### config.mk
export PLATFORM = sky130hd
export DESIGN_NAME = wdg_guard
export DESIGN_NICKNAME = d
export VERILOG_FILES = /design/src/rtl/wdg_pkg.sv /design/src/rtl/wdg_key_check.sv /design/src/rtl/wdg_timer.sv /design/src/rtl/wdg_guard.sv
export SDC_FILE = /design/constraint.sdc
export NUM_CORES = 1
export LEC_CHECK = 0
export BUFFER_PORTS_ARGS = -buffer_cell sky130_fd_sc_hd__buf_2
export CORE_ASPECT_RATIO = 1.75
export CORE_MARGIN = 4
export CORE_UTILIZATION = 45
export DETAILED_ROUTE_END_ITERATION = 8
export GPL_ROUTABILITY_DRIVEN = 0
export GPL_TIMING_DRIVEN = 0
export PLACE_DENSITY = 0.8
export SKIP_CTS_REPAIR_TIMING = 1
export SYNTH_ARGS = -nofsm -noshare
export SYNTH_HDL_FRONTEND = slang
export SYNTH_SLANG_ARGS = --single-unit
### constraint.sdc
create_clock -name clk_i -period 2.22 [get_ports clk_i]
set_clock_uncertainty 0.15 [all_clocks]
set_input_delay 0.111 -clock clk_i [delete_from_list [all_inputs] [get_ports clk_i]]
set_output_delay 0.111 -clock clk_i [all_outputs]
set_load 0.02 [all_outputs]
### src/rtl/wdg_pkg.sv
package wdg_pkg;

    localparam int DATA_W   = 32;
    localparam int BIT_DONE = 0;
    localparam int BIT_SHUT = 1;
    localparam int BIT_ERR  = 8;
    localparam int KEY_LO   = 2;
    localparam int KEY_HI_L = 4;
    localparam int KEY_HI_W = 4;
    localparam logic [KEY_HI_W-1:0] KEY_HI = '1;

    typedef struct packed {
        logic done;
        logic shut;
        logic err;
        logic rst_req;
    } guard_state_t;

endpackage

### src/rtl/wdg_key_check.sv
module wdg_key_check
    import wdg_pkg::*;
(
    input  logic [DATA_W-1:0] data_i,
    input  logic              dr_i,
    input  logic              ir_i,
    output logic              open_ok_o,
    output logic              commit_ok_o
);
    localparam int RSV_L = KEY_HI_L + KEY_HI_W;

    logic hi_ok;
    logic rsv_ok;
    logic lo_echo;
    logic lo_zero;

    always_comb begin
        hi_ok       = data_i[KEY_HI_L +: KEY_HI_W] == KEY_HI;
        rsv_ok      = data_i[DATA_W-1:RSV_L] == '0;
        lo_echo     = (data_i[KEY_LO+1] == dr_i) && (data_i[KEY_LO] == ir_i);
        lo_zero     = data_i[KEY_LO +: 2] == 2'b00;
        open_ok_o   = hi_ok && rsv_ok && lo_echo && !data_i[BIT_SHUT];
        commit_ok_o = hi_ok && rsv_ok && lo_zero && data_i[BIT_SHUT];
    end

endmodule

### src/rtl/wdg_timer.sv
module wdg_timer #(
    parameter int                CNT_W  = 16,
    parameter logic [CNT_W-1:0]  RELOAD = 16'd1000
) (
    input  logic clk_i,
    input  logic rst_ni,
    input  logic start_i,
    input  logic run_i,
    input  logic svc_i,
    output logic expire_o
);
    localparam logic [CNT_W-1:0] ONE = {{(CNT_W-1){1'b0}}, 1'b1};

    logic [CNT_W-1:0] cnt_d, cnt_q;

    always_comb begin
        cnt_d = cnt_q;
        if (start_i) begin
            cnt_d = RELOAD;
        end else if (!run_i) begin
            cnt_d = '0;
        end else if (cnt_q == '0) begin
            cnt_d = '0;
        end else if (svc_i) begin
            cnt_d = RELOAD;
        end else begin
            cnt_d = cnt_q - ONE;
        end
    end

    assign expire_o = run_i && !start_i && (cnt_q == '0);

    always_ff @(posedge clk_i or negedge rst_ni) begin
        if (!rst_ni) begin
            cnt_q <= '0;
        end else begin
            cnt_q <= cnt_d;
        end
    end

endmodule

### src/rtl/wdg_guard.sv
module wdg_guard
    import wdg_pkg::*;
#(
    parameter int               CNT_W   = 16,
    parameter logic [CNT_W-1:0] TIMEOUT = 16'd1000
) (
    input  logic              clk_i,
    input  logic              rst_ni,
    input  logic              wr_en_i,
    input  logic [DATA_W-1:0] wr_data_i,
    input  logic              rd_en_i,
    output logic [DATA_W-1:0] rd_data_o,
    input  logic              stat_dr_i,
    input  logic              stat_ir_i,
    input  logic              service_i,
    output logic              prot_we_o,
    output logic              rst_req_o
);
    guard_state_t st_d, st_q;
    logic open_ok, commit_ok;
    logic start, expire;

    wdg_key_check u_key (
        .data_i      (wr_data_i),
        .dr_i        (stat_dr_i),
        .ir_i        (stat_ir_i),
        .open_ok_o   (open_ok),
        .commit_ok_o (commit_ok)
    );

    assign start = wr_en_i && !st_q.shut && commit_ok
                 && !wr_data_i[BIT_DONE] && st_q.done;

    wdg_timer #(.CNT_W(CNT_W), .RELOAD(TIMEOUT)) u_timer (
        .clk_i    (clk_i),
        .rst_ni   (rst_ni),
        .start_i  (start),
        .run_i    (!st_q.done),
        .svc_i    (service_i),
        .expire_o (expire)
    );

    always_comb begin
        st_d         = st_q;
        st_d.rst_req = 1'b0;
        if (wr_en_i) begin
            if (st_q.shut) begin
                if (open_ok) st_d.shut = 1'b0;
                else         st_d.err  = 1'b1;
            end else begin
                st_d.shut = 1'b1;
                if (commit_ok) st_d.done = wr_data_i[BIT_DONE];
                else           st_d.err  = 1'b1;
            end
        end else if (rd_en_i && !st_q.shut) begin
            st_d.shut = 1'b1;
        end
        if (expire) begin
            st_d.rst_req = 1'b1;
            st_d.done    = 1'b1;
        end
    end

    always_ff @(posedge clk_i or negedge rst_ni) begin
        if (!rst_ni) begin
            st_q <= '{done: 1'b1, shut: 1'b1, err: 1'b0, rst_req: 1'b0};
        end else begin
            st_q <= st_d;
        end
    end

    always_comb begin
        rd_data_o           = '0;
        rd_data_o[BIT_DONE] = st_q.done;
        rd_data_o[BIT_SHUT] = st_q.shut;
        rd_data_o[BIT_ERR]  = st_q.err;
    end

    assign prot_we_o = !st_q.done;
    assign rst_req_o = st_q.rst_req;

    // a rejected write while closed changes nothing but the error bit
    p_closed_reject_r3: assert property (@(posedge clk_i) disable iff (!rst_ni)
        (wr_en_i && st_q.shut && !open_ok && !expire)
        |=> (rd_data_o[BIT_ERR] && rd_data_o[BIT_SHUT] && $stable(rd_data_o[BIT_DONE])));

    // any write while open closes the word
    p_open_write_closes_r4: assert property (@(posedge clk_i) disable iff (!rst_ni)
        (wr_en_i && !st_q.shut) |=> rd_data_o[BIT_SHUT]);

    // the error bit is sticky
    p_err_sticky_r11: assert property (@(posedge clk_i) disable iff (!rst_ni)
        rd_data_o[BIT_ERR] |=> rd_data_o[BIT_ERR]);

    // the reset request lasts one cycle
    p_rst_one_cycle_r7: assert property (@(posedge clk_i) disable iff (!rst_ni)
        rst_req_o |=> !rst_req_o);

    // the reset request comes with the flag restored
    p_rst_restores_r7: assert property (@(posedge clk_i) disable iff (!rst_ni)
        $rose(rst_req_o) |-> (rd_data_o[BIT_DONE] && $past(prot_we_o)));

    // no reset request while the flag was already set
    p_no_rst_when_done_r9: assert property (@(posedge clk_i) disable iff (!rst_ni)
        (rd_data_o[BIT_DONE] && !start) |=> !rst_req_o);

endmodule

==> metrics <==
largest fanout on the critical path 5; Max VDD drop 348 µV; post-synth top area share 0.325; Die H 81.5 µm; post-synthesis sequential area ratio 0.362; io pins 73; Worst Path Arrival 2160 ps; Antenna Nets Post-Route 0; Worst-path clk slew roughly 70 ps; Tightest Pin Transition 750 ps; RR Endpoint u_timer.cnt_q[14]; Setup CP Type reg -> reg; std cell rows 26; placed insts 251; Die Width 50.0 µm; Non-Filler Instances 259; Yosys reg bits 20; layout cells sized above 1 0.385; Tot GR Track Use 0.163; initial core utilization 0.474; Worst EP required 2260 ps; Diodes inserted 0; Final period util 0.955; Synth area leaders dfrtp_1, buf_4, nor4_1, xnor2_1, dfstp_2; cells along the critical path or4_4, or3_4, or3_1, a21oi_1; # H-tree levels 1; element type at the critical path end flop; Worst Setup EP u_timer.cnt_q[14]; Max-Cap Viols 0; startpoint types flop; Slowest Stage Delay on Critical Path around 560 ps; DRC violations left 0; Clk Latency, worst-skew pair about 260 ps; TritonCTS clock tree done; vias in the first global route 1260; drt total wl 3.20 mm; clk buf depth 2; root buf cell clkbuf_8; largest net degree at the start of global routing 21; initial antenna violation count 0; Core Region approximately 2900 µm²; # nets final 273; Pwr per Cell Area 470 nW/µm²; RSZ-0062 raised after global routing yes; CP max-delay cell or4_4; R2R Path Start u_timer.cnt_q[4]; Max Freq ~0.47 GHz; status completed; synth-to-layout area growth 34.0%; Mapped Area between 1000 and 1500 µm²; gr ovfl total 0; setup TNS after final layout 0 ps; First-pass DRT Iterations 4; Static Leak 0.873 nW; Top FF cell, synth dfrtp_1; die area 4070 µm²; setup violators final 0; mean routed wirelength per cell 12.3 µm; cells on worst reg2reg path 4; worst setup path startpoint u_timer.cnt_q[4]; Post-Syn Instances 153; yosys warns 0; max_slew headroom 0.495; mean area per synthesized cell 9.07 µm²; vias per cell 5.02; ys async rst share 1.00; CTS sink cnt 20; Power Total 0.000873 W; Port Buffer Count 42; DRT iter0 DRCs 21; detailed-route via count 1300; Fillers 262; DP Wirelength 2.63 mm; Final Hold Fails 0; number of flops mapped to enable cells by yosys 0; Synth cell types 40; Synth area leader dfrtp_1; first-pass GRT wire length 5.02 mm; minimum clock period 2120 ps; Hold/Removal Path Class in -> reg; Reg2Reg Setup Slack 100 ps; Slew Limit Fails 0; CTS buffer count 3
how the worst min path moves through the flow:
| stage | from | to | slack, ps | cells past startpoint |
|---|---|---|---|---|
| after floorplan | rst_ni | rd_data_o[8] | -330 | 0 |
| after global placement | rst_ni | u_timer.cnt_q[11] | -70 | 1 |
| after detailed placement | rst_ni | u_timer.cnt_q[1] | -60 | 1 |
| after CTS | rst_ni | u_timer.cnt_q[1] | -350 | 1 |
| after global routing | service_i | u_timer.cnt_q[3] | 150 | 3 |
| final | service_i | u_timer.cnt_q[3] | 140 | 3 |
sequential cells by signal, summed over array words and instances, names as in the netlist:
name and flops:
u_timer.cnt_q 16, rd_data_o 3, rst_req_o 1
final cells by class:
class,instances,area (µm²),share of cell area
Multi-Input combinational cell,124,777,0.418
Sequential cell,20,503,0.271
Timing Repair Buffer,46,250,0.135
Buffer,32,230,0.124
Clock buffer,4,45.0,0.0242
Tap cell,28,35.0,0.0188
Inverter,5,18.8,0.0101
placed cells by master, fill, tap and decap left out, drive strengths merged, types with 5 or more instances in the layout:
cell / instances
nor2: 12
nor3: 9
buf: 72
dfrtp: 18
conb: 29
xnor2: 7
o21bai: 6
clkbuf: 6
nor4: 13
inv: 5
or3: 6
cell families after synthesis:
kind of cell,after synthesis,synth area share
adder cells (fa/ha/maj),2,0.0180
AND/OR/NAND/NOR,62,0.266
other,1,0.00270
multiplexers,1,0.00811
XOR/XNOR,9,0.0568
buffers and inverters,37,0.179
flip-flops,20,0.362
AO/OA/AOI/OAI,21,0.107
Yosys cell counts, types with 2 or more instances:
cell type  count
nor3_1         9
nor2_1        12
dfstp_2        2
o21a_1         2
nand3b_1       2
a21oi_1        2
nor4_1        13
xor2_1         2
xnor2_1        7
dfrtp_1       18
o31ai_1        2
or4_1          3
nor4b_1        2
nand2b_1       4
nor2b_1        2
clkbuf_1       2
o21ai_0        2
buf_4         29
inv_1          5
nand3_1        2
ha_1           2
or3_1          5
nor3b_1        2
o21bai_1       6
worst max-delay path, delay by kind of cell (launching register included):
| kind | cells | cell delay, ps |
|---|---|---|
| AND/OR/NAND/NOR | 3 | 1340 |
| flip-flops | 1 | 410 |
| AO/OA/AOI/OAI | 1 | 140 |
layer usage:
| metal | routed length (µm) | global-route usage |
|---|---|---|
| met1 | 1100 | 0.158 |
| met2 | 1770 | 0.318 |
| met3 | 254 | 0.0145 |
| met4 | 78 | 0.111 |
| met5 | 0 | 0 |
where the power goes:
group | switching (W) | internal (W) | total [W]
registers | 0.0000190 | 0.000381 | 0.000400
clock network | 0.000122 | 0.000128 | 0.000250
logic | 0.000121 | 0.000102 | 0.000223
per-stage QoR:
step           worst slack [ps]  hold slack [ps]  area [µm²]   util
2_1_floorplan               174             -335        1490      -
3_3_place_gp              -38.0            -71.7        1740  0.594
3_5_place_dp              -54.1            -64.4        1740  0.594
4_1_cts                   -83.3             -351        1780  0.609
5_1_grt                   -14.3              154        1860  0.635
6_report                    101              139        1860  0.635
No activity file was read; power rests on OpenSTA's default activity.
